## src/rtl/pwchg_pkg.sv

```systemverilog
package pwchg_pkg;
    typedef enum logic [2:0] {
        ST_IDLE,
        ST_HDR,
        ST_FIRST,
        ST_SECOND,
        ST_DONE,
        ST_BUSY
    } pc_state_e;
endpackage

```

## src/rtl/pwchg_copy_buf.sv

```systemverilog
module pwchg_copy_buf #(
    parameter int PW_BYTES = 8,
    localparam int IDX_W = $clog2(PW_BYTES),
    localparam int PW_W  = 8 * PW_BYTES
) (
    input  logic             clk,
    input  logic             rst_n,
    input  logic             wr_en,
    input  logic [IDX_W-1:0] wr_idx,
    input  logic [7:0]       wr_byte,
    input  logic [IDX_W-1:0] rd_idx,
    output logic [7:0]       rd_byte,
    output logic [PW_W-1:0]  pw_flat
);
    logic [7:0] slot_q [PW_BYTES];

    for (genvar g = 0; g < PW_BYTES; g++) begin : g_slot
        logic [7:0] slot_d;
        always_comb begin
            slot_d = slot_q[g];
            if (wr_en && (wr_idx == IDX_W'(g))) slot_d = wr_byte;
        end
        always_ff @(posedge clk or negedge rst_n) begin
            if (!rst_n) slot_q[g] <= '0;
            else        slot_q[g] <= slot_d;
        end
        assign pw_flat[8*g +: 8] = slot_q[g];
    end

    assign rd_byte = slot_q[rd_idx];
endmodule

```

## src/rtl/pwchg_busy_timer.sv

```systemverilog
module pwchg_busy_timer #(
    parameter int BUSY_CYC = 2000,
    localparam int TW = $clog2(BUSY_CYC + 1)
) (
    input  logic clk,
    input  logic rst_n,
    input  logic start,
    output logic busy,
    output logic done
);
    logic [TW-1:0] cnt_d, cnt_q;

    always_comb begin
        cnt_d = cnt_q;
        if (start)              cnt_d = TW'(BUSY_CYC);
        else if (cnt_q != '0)   cnt_d = cnt_q - 1'b1;
    end

    always_ff @(posedge clk or negedge rst_n) begin
        if (!rst_n) cnt_q <= '0;
        else        cnt_q <= cnt_d;
    end

    assign busy = (cnt_q != '0);
    assign done = (cnt_q == TW'(1));
endmodule

```

## src/rtl/pwchg_verifier.sv

```systemverilog
module pwchg_verifier
    import pwchg_pkg::*;
#(
    parameter int PW_BYTES  = 8,
    parameter int HDR_BYTES = 2,
    parameter int SEL_W     = 2,
    parameter int BUSY_CYC  = 2000,
    localparam int IDX_W = $clog2(PW_BYTES),
    localparam int CNT_W = IDX_W + 1,
    localparam int PW_W  = 8 * PW_BYTES
) (
    input  logic             clk,
    input  logic             rst_n,
    input  logic             arm,
    input  logic [SEL_W-1:0] tgt_sel,
    input  logic             byte_vld,
    input  logic [7:0]       byte_data,
    input  logic             start_det,
    input  logic             stop_det,
    input  logic             poll_req,
    output logic             ack_vld,
    output logic             ack_ok,
    output logic             poll_vld,
    output logic             poll_ack,
    output logic             busy,
    output logic             commit_vld,
    output logic [SEL_W-1:0] commit_sel,
    output logic [PW_W-1:0]  commit_pw
);
    typedef struct packed {
        pc_state_e        st;
        logic [CNT_W-1:0] cnt;
        logic             bad;
        logic [SEL_W-1:0] sel;
        logic             ack_vld;
        logic             ack_ok;
        logic             poll_vld;
        logic             poll_ack;
        logic             commit_vld;
    } ctl_t;

    ctl_t cur_q, nxt_d;

    logic       buf_we;
    logic [7:0] buf_rd;
    logic       tmr_start;
    logic       tmr_busy;
    logic       tmr_done;
    logic       byte_diff;
    logic       last_pw;
    logic       last_hdr;

    pwchg_copy_buf #(.PW_BYTES(PW_BYTES)) u_buf (
        .clk     (clk),
        .rst_n   (rst_n),
        .wr_en   (buf_we),
        .wr_idx  (cur_q.cnt[IDX_W-1:0]),
        .wr_byte (byte_data),
        .rd_idx  (cur_q.cnt[IDX_W-1:0]),
        .rd_byte (buf_rd),
        .pw_flat (commit_pw)
    );

    pwchg_busy_timer #(.BUSY_CYC(BUSY_CYC)) u_tmr (
        .clk   (clk),
        .rst_n (rst_n),
        .start (tmr_start),
        .busy  (tmr_busy),
        .done  (tmr_done)
    );

    assign byte_diff = (byte_data != buf_rd);
    assign last_pw   = (cur_q.cnt == CNT_W'(PW_BYTES - 1));
    assign last_hdr  = (cur_q.cnt == CNT_W'(HDR_BYTES - 1));

    always_comb begin
        nxt_d            = cur_q;
        nxt_d.ack_vld    = 1'b0;
        nxt_d.commit_vld = 1'b0;
        nxt_d.poll_vld   = poll_req;
        nxt_d.poll_ack   = !tmr_busy;
        buf_we           = 1'b0;
        tmr_start        = 1'b0;

        case (cur_q.st)
            ST_IDLE: begin
                if (arm) begin
                    nxt_d.st  = ST_HDR;
                    nxt_d.cnt = '0;
                    nxt_d.bad = 1'b0;
                    nxt_d.sel = tgt_sel;
                end
            end
            ST_HDR, ST_FIRST, ST_SECOND, ST_DONE: begin
                if (stop_det) begin
                    if (cur_q.st == ST_DONE && !cur_q.bad) begin
                        nxt_d.st  = ST_BUSY;
                        tmr_start = 1'b1;
                    end else begin
                        nxt_d.st = ST_IDLE;
                    end
                end else if (start_det) begin
                    nxt_d.st = ST_IDLE;
                end else if (byte_vld) begin
                    nxt_d.ack_vld = 1'b1;
                    nxt_d.cnt     = cur_q.cnt + 1'b1;
                    case (cur_q.st)
                        ST_HDR: begin
                            nxt_d.ack_ok = (byte_data == 8'h00);
                            if (byte_data != 8'h00) nxt_d.bad = 1'b1;
                            if (last_hdr) begin
                                nxt_d.st  = ST_FIRST;
                                nxt_d.cnt = '0;
                            end
                        end
                        ST_FIRST: begin
                            buf_we       = 1'b1;
                            nxt_d.ack_ok = 1'b1;
                            if (last_pw) begin
                                nxt_d.st  = ST_SECOND;
                                nxt_d.cnt = '0;
                            end
                        end
                        ST_SECOND: begin
                            nxt_d.bad    = cur_q.bad | byte_diff;
                            nxt_d.ack_ok = 1'b1;
                            if (last_pw) begin
                                nxt_d.ack_ok = !(cur_q.bad | byte_diff);
                                nxt_d.st     = ST_DONE;
                                nxt_d.cnt    = '0;
                            end
                        end
                        default: begin
                            nxt_d.ack_ok = 1'b0;
                            nxt_d.bad    = 1'b1;
                            nxt_d.cnt    = '0;
                        end
                    endcase
                end
            end
            ST_BUSY: begin
                if (tmr_done) begin
                    nxt_d.st         = ST_IDLE;
                    nxt_d.commit_vld = 1'b1;
                end
            end
            default: nxt_d.st = ST_IDLE;
        endcase
    end

    always_ff @(posedge clk or negedge rst_n) begin
        if (!rst_n) begin
            cur_q <= '{st: ST_IDLE, cnt: '0, bad: 1'b0, sel: '0, ack_vld: 1'b0,
                       ack_ok: 1'b0, poll_vld: 1'b0, poll_ack: 1'b0,
                       commit_vld: 1'b0};
        end else begin
            cur_q <= nxt_d;
        end
    end

    assign ack_vld    = cur_q.ack_vld;
    assign ack_ok     = cur_q.ack_ok;
    assign poll_vld   = cur_q.poll_vld;
    assign poll_ack   = cur_q.poll_ack;
    assign busy       = tmr_busy;
    assign commit_vld = cur_q.commit_vld;
    assign commit_sel = cur_q.sel;
endmodule

```

## config.mk

```make
export PLATFORM = sky130hd
export DESIGN_NAME = pwchg_verifier
export DESIGN_NICKNAME = d
export VERILOG_FILES = /design/src/rtl/pwchg_pkg.sv /design/src/rtl/pwchg_copy_buf.sv /design/src/rtl/pwchg_busy_timer.sv /design/src/rtl/pwchg_verifier.sv
export SDC_FILE = /design/constraint.sdc
export NUM_CORES = 1
export LEC_CHECK = 0
export ABC_AREA = 1
export BUFFER_PORTS_ARGS = -buffer_cell sky130_fd_sc_hd__buf_2
export CAP_MARGIN = 10
export CORE_MARGIN = 4
export CORE_UTILIZATION = 30
export CTS_BUF_LIST = sky130_fd_sc_hd__clkbuf_16
export DETAILED_ROUTE_END_ITERATION = 8
export GPL_ROUTABILITY_DRIVEN = 0
export SLEW_MARGIN = 5
export SYNTH_ARGS = -nofsm -noshare
export SYNTH_HDL_FRONTEND = slang
export SYNTH_HIERARCHICAL = 1
export SYNTH_SLANG_ARGS = --single-unit
```

## constraint.sdc

```tcl
create_clock -name clk -period 2.6 [get_ports clk]
set_input_delay 0.26 -clock clk [delete_from_list [all_inputs] [get_ports clk]]
set_output_delay 0.26 -clock clk [all_outputs]
set_load 0.05 [all_outputs]
```

# After elaboration in Yosys (flattened, before gate mapping)
# Index checks and enable logic that the tools add are counted.
word_totals:
  reg_bits: 90
  out_inout_bits: 72
classes:
  add_sub_neg: 2
  n_lt_le_gt_ge: 1
  n_eq_ne: 28
  muxes: 38
  bitwise: 4
  n_reduce_logical: 25
ops:
  columns: ["operator", "n"]
  rows:
  - ["$bmux W8 S3", 1]
  - ["$mux W8", 3]
  - ["$mux W11", 2]
  - ["$mux W7", 3]
  - ["$eq A3 B3 Y1 const B", 6]
  - ["$pmux W3 S3", 2]
  - ["$ne A5 B5 Y1 const B", 3]
  - ["$reduce_and A7 Y1", 2]
  - ["$eq A3 B2 Y1 const B", 4]
  - ["$mux W1", 12]
  - ["$mux W3", 4]
  - ["$ne A2 B2 Y1 const B", 6]
  - ["$pmux W4 S3", 1]
  - ["$eq A11 B1 Y1 const B", 1]
  - ["$reduce_bool A11 Y1", 1]
  - ["$sub A11 B1 Y11 const B", 1]
  - ["$mux W10", 1]
  - ["$mux W5", 2]
  - ["$pmux W5 S2", 1]
  - ["$logic_and A1 B1 Y1", 9]
  - ["$logic_not A8 Y1", 1]
  - ["$mux W2", 4]
  - ["$ne A8 B8 Y1", 1]
  - ["$reduce_bool A8 Y1", 1]
  - ["19 further kinds", 26]

# Depth between registers and ports, before layout
logic_depth:
  ltp_word: 13
  ltp_mapped: 18
  mapped_depth_nobuf: 16

# Hierarchy
# Netlist, hierarchy kept.
modules_own_cells:
  columns: ["module", "instances", "cells_each", "area_each_um2", "seq_area_each_um2"]
  rows:
  - ["pwchg_copy_buf", 1, 439, 3189.3, 1601.5]
  - ["pwchg_verifier", 1, 154, 1039.7, 375.4]
  - ["pwchg_busy_timer", 1, 87, 683.2, 275.3]

# Worst setup path before layout
# Ideal clock, no wire load.
synth_timing:
  kind: "flip-flop to flip-flop"
  startpoint: "register cur_q[12] (netlist bit)"
  endpoint: "register u_buf.slot_q, in the netlist u_buf/pw_flat[29]"
  setup_ns: 0.128
  arrival_ns: 1.720
  setup_slack_ns: 0.753
  path_stages_with_launch: 14
  path_buffers: 1
  period_less_slack_ns: 1.847
  path_cell_list: "dfrtp_1 -> nor2_2 -> nand2_1 -> nand2_1 -> nand3_2 -> inv_1 -> nand2_1 -> inv_1 -> inv_1 -> nor2_2 -> nand3_1 -> buf_2 -> nand2_1 -> o21ai_0"
synth_between:
  elab_chain_cells: 7
  word_cells_on_any_way: 11
  cone_classes: "eq/ne: 4; mux: 5; reduce/logical: 2"
synth_lines:
  columns: ["element", "line", "rtl"]
  rows:
  - ["start: declaration", "pwchg_verifier.sv:42", "ctl_t cur_q, nxt_d;"]
  - ["start signal: assignment", "pwchg_verifier.sv:153", "cur_q <= '{st: ST_IDLE, cnt: '0, bad: 1'b0, sel: '0, ack_vld: 1'b0,"]
  - ["start signal: assignment", "pwchg_verifier.sv:157", "cur_q <= nxt_d;"]
  - ["$eq A3 B2 Y1", "pwchg_verifier.sv:85, pwchg_verifier.sv:107", null]
  - ["$mux W1", "pwchg_verifier.sv:107", "case (cur_q.st)"]
  - ["$mux W1", "pwchg_verifier.sv:104", "end else if (byte_vld) begin"]
  - ["$mux W1", "pwchg_verifier.sv:102", "end else if (start_det) begin"]
  - ["$mux W1", "pwchg_verifier.sv:95", "if (stop_det) begin"]
  - ["$mux W1 (*)", "pwchg_verifier.sv:85", "case (cur_q.st)"]
  - ["net buf_we", "pwchg_verifier.sv:44", "logic buf_we;"]
  - ["$logic_and A1 B1 Y1 (*)", "pwchg_copy_buf.sv:21", "if (wr_en && (wr_idx == IDX_W'(g))) slot_d = wr_byte;"]
  - ["end signal: indexed assignment", "pwchg_copy_buf.sv:25", "else slot_q[g] <= slot_d;"]
  - ["end: declaration", "pwchg_copy_buf.sv:15", "logic [7:0] slot_q [PW_BYTES];"]
# Mark *: on every way through the listed nets, which the timed path passes. The rest lies on a longest branch.
# A chain may end at the register's enable or synchronous reset.

# Worst setup path in the final report
layout_timing:
  startpoint: "register cur_q[12] (netlist bit)"
  endpoint: "register u_buf.slot_q, in the netlist u_buf/pw_flat[26]"
# Same word-level chain as after synthesis.

==> reports/metrics.yaml <==
status: "completed"
cts_buffers: 9
syn_avg_cell_area_sq_um: 7.22
switching_share_pct: 36.7
synth_area_sq_um: 4910
clkTransAtPathRegs_ps: 70
pin_count: 89
clkPwrFrac_pct: 32.9
place_area_sq_um: 5550
power_density_nw_per_um2: 740
synth_xor_area_share_pct: 0.178
worst_setup_path_end_kind: "register"
avgViaCountPerCell: 4.49
min_path_cells: 2
crit_start: "cur_q[12]"
tightest_slew_ps: 581
start_util_pct: 30.8
postLayoutCellArea_sq_um: 5890
dr.pass1.iters: 5
cp_max_fo: 16
power.total_mw: 4.36
crit-reg2reg-launch: "cur_q[12]"
synthDistinctLibCells: 35
synth_nets: 701
final_nets: 786
drt_wl_total_microns: 13600
vias: 4430
placedCellCount: 968
grt_pass1_wl_microns: 22100
hold-path-endpoint: "commit_sel[0]"
intPower_mw: 2.76
holdCritStartpoint: "tgt_sel[0]"
row_count: 46
die_height_microns: 136
slew_headroom_pct: 61.2
grt_util_all_layers_pct: 15.4
diodes: 0
yosysSeqAreaShare_pct: 45.8
routedWlPerCell_microns: 13.7
worstSetupPathType: "reg2reg"
coreArea_sq_um: 15900
grt-ovfl-total: 0
clock.fmax_ghz: 0.452
synthCells: 680
cp.required_ps: 2860
first_iter_violations: 314
synth_fa_ha_area_share_pct: 1.02
timing.rr.end: "u_buf/pw_flat[26]"
drv_cap: 0
drive_above_1_share_pct: 17.7
hold_viol_final: 0
cts_tree: "yes"
final_max_slew_viol_count: 0
portBuffers: 88
yosysWarnings: 6
synth_compound_gate_area_share_pct: 8.71
postCtsSetupRepairBufs: 0
instances_no_fill: 986
r2r_slack_ps: 390
ys_seq_elements: 90
fp.dieArea_sq_um: 18500
clock_latency_ps: 350
start_kind: "register"
combPwrFrac_pct: 29.9
layout_setup_ws_ps: 387
dpl.hpwl_microns: 9900
clock_skew_ps: 10.2
sequentialPowerShare_pct: 37.3
syn_to_final_growth_pct: 19.9
rsz0062_at_grt: "no"
hp-class: "in2reg"
p_leak_nw: 3.20
peakVddDrop_mv: 0.305
post-route-period-util_pct: 85.1
post-place-ws_ps: 384
max-clock-path-buffers: 2
grt_max_degree: 66
drc: 0
reg2reg_depth: 11
p_switching_mw: 1.60
synth_top_family_by_area: "simple AND/OR/NAND/NOR gates"
die-width_microns: 136
cp.arrival_ps: 2470
synthSimpleGateAreaFrac_pct: 31.7
setup_tns_ps: 0
finalSetupViolCount: 0
cts_sinks: 90
cts-htree-levels: 3
min_period_ps: 2210
ant_nets: 0
yosys-mux-area-fraction_pct: 0.458
cts_root_buffer: "clkbuf_16"
final_util_pct: 36.9
holdWs_ps: 148
grt_pass1_vias: 4138
antenna_found_initial: 0
-- sequential cells by signal (all words and copies together) (netlist names) --
signal         flops
commit_sel         2
poll_ack           1
commit_vld         1
u_buf/pw_flat     64
ack_ok             1
cur_q              8
ack_vld            1
poll_vld           1
u_tmr/cnt_q       11
-- routing by layer --
metal | track usage (%) | vias to the layer above | routed length [microns]
li1 | - | 2263 | -
met1 | 22.1 | 2046 | 6470
met2 | 23.2 | 113 | 6110
met3 | 3.77 | 8 | 857
met4 | 3.75 | 0 | 121
met5 | 0 | - | 0
-- critical path: stages (launching register included) --
cell	delay [ps]
dfrtp_1	440
nor2_2	180
nand2_1	90
nand2_1	110
nand3_2	120
inv_1	150
nand2_1	70
inv_1	70
inv_1	50
nor2_2	150
nand3_1	390
o21ai_0	310
-- layout by cell type, fill, tap and decap left out, drive strengths merged, types with 2 or more instances in the layout --
cell type,instances
inv,125
o21ai,71
nand2,246
mux2,2
nand4,4
bufinv,2
clkbuf,9
dfrtp,90
ha,4
a21oi,5
clkinv,2
o22ai,2
o211ai,2
nand3,59
buf,93
dlygate4sd3,2
nor2,40
nor3,5
-- final cells by class --
| type | instances | area (sq um) |
|---|---|---|
| clock inverter | 7 | 100 |
| timing repair buffer | 95 | 513 |
| sequential | 90 | 2250 |
| inverter | 123 | 464 |
| fill | 1699 | 10100 |
| tap | 216 | 270 |
| multi-input combinational | 446 | 2070 |
| clock buffer | 9 | 225 |
-- timing repair --
item	4_1_cts	5_1_grt
hold buffers	2	0
hold endpoints to repair	26	0
gates resized for setup	0	0
-- logic make-up (layout without fill, tap and decap cells) --
| group | count (synthesis) | count (layout) |
|---|---|---|
| multiplexers | 2 | 2 |
| flip-flops | 90 | 90 |
| AND/OR/NAND/NOR | 357 | 357 |
| AO/OA/AOI/OAI | 82 | 82 |
| adder cells (fa/ha/maj) | 4 | 4 |
| XOR/XNOR | 1 | 1 |
| buffers and inverters | 144 | 234 |
-- power groups by stage --
stage          logic, mW  registers, mW  clock network [mW]
2_1_floorplan      0.930           1.69                   0
5_1_grt             1.48           1.64                1.54
4_1_cts             1.31           1.63                1.48
3_5_place_dp        1.30           1.65                   0
6_report            1.30           1.62                1.43
3_3_place_gp        1.29           1.65                   0
-- how the worst max path moves through the flow --
stage | endpoint | slack [ps]
after floorplan | u_buf/pw_flat[29] | 750
after global placement | u_buf/pw_flat[26] | 470
after detailed placement | u_buf/pw_flat[26] | 380
after CTS | u_buf/pw_flat[26] | 370
after global routing | u_buf/pw_flat[26] | 50
final | u_buf/pw_flat[26] | 390
-- Yosys cell counts --
master | count | area (sq um)
a21oi_1 | 5 | 25.0
a22o_1 | 1 | 8.76
buf_1 | 2 | 7.51
buf_2 | 8 | 40.0
buf_4 | 3 | 22.5
buf_6 | 4 | 45.0
clkbuf_1 | 4 | 15.0
dfrtp_1 | 90 | 2250
ha_1 | 4 | 50.1
inv_1 | 119 | 447
inv_2 | 3 | 11.3
inv_4 | 1 | 6.26
mux2_2 | 2 | 22.5
nand2_1 | 240 | 901
nand2_2 | 2 | 12.5
nand2_4 | 4 | 45.0
nand3_1 | 57 | 285
nand3_2 | 2 | 20.0
nand4_1 | 4 | 25.0
nor2_1 | 33 | 124
nor2_2 | 4 | 25.0
nor2_4 | 3 | 33.8
nor2b_4 | 1 | 13.8
nor3_1 | 1 | 5.00
nor3_2 | 2 | 20.0
nor3_4 | 2 | 32.5
nor3b_1 | 1 | 7.51
o211ai_1 | 2 | 15.0
o21ai_0 | 68 | 340
o21ai_1 | 2 | 10.0
o21ai_2 | 1 | 8.76
o21bai_1 | 1 | 7.51
o22ai_1 | 2 | 12.5
or2_2 | 1 | 6.26
xor2_1 | 1 | 8.76
No activity file was read; power rests on OpenSTA's default activity.
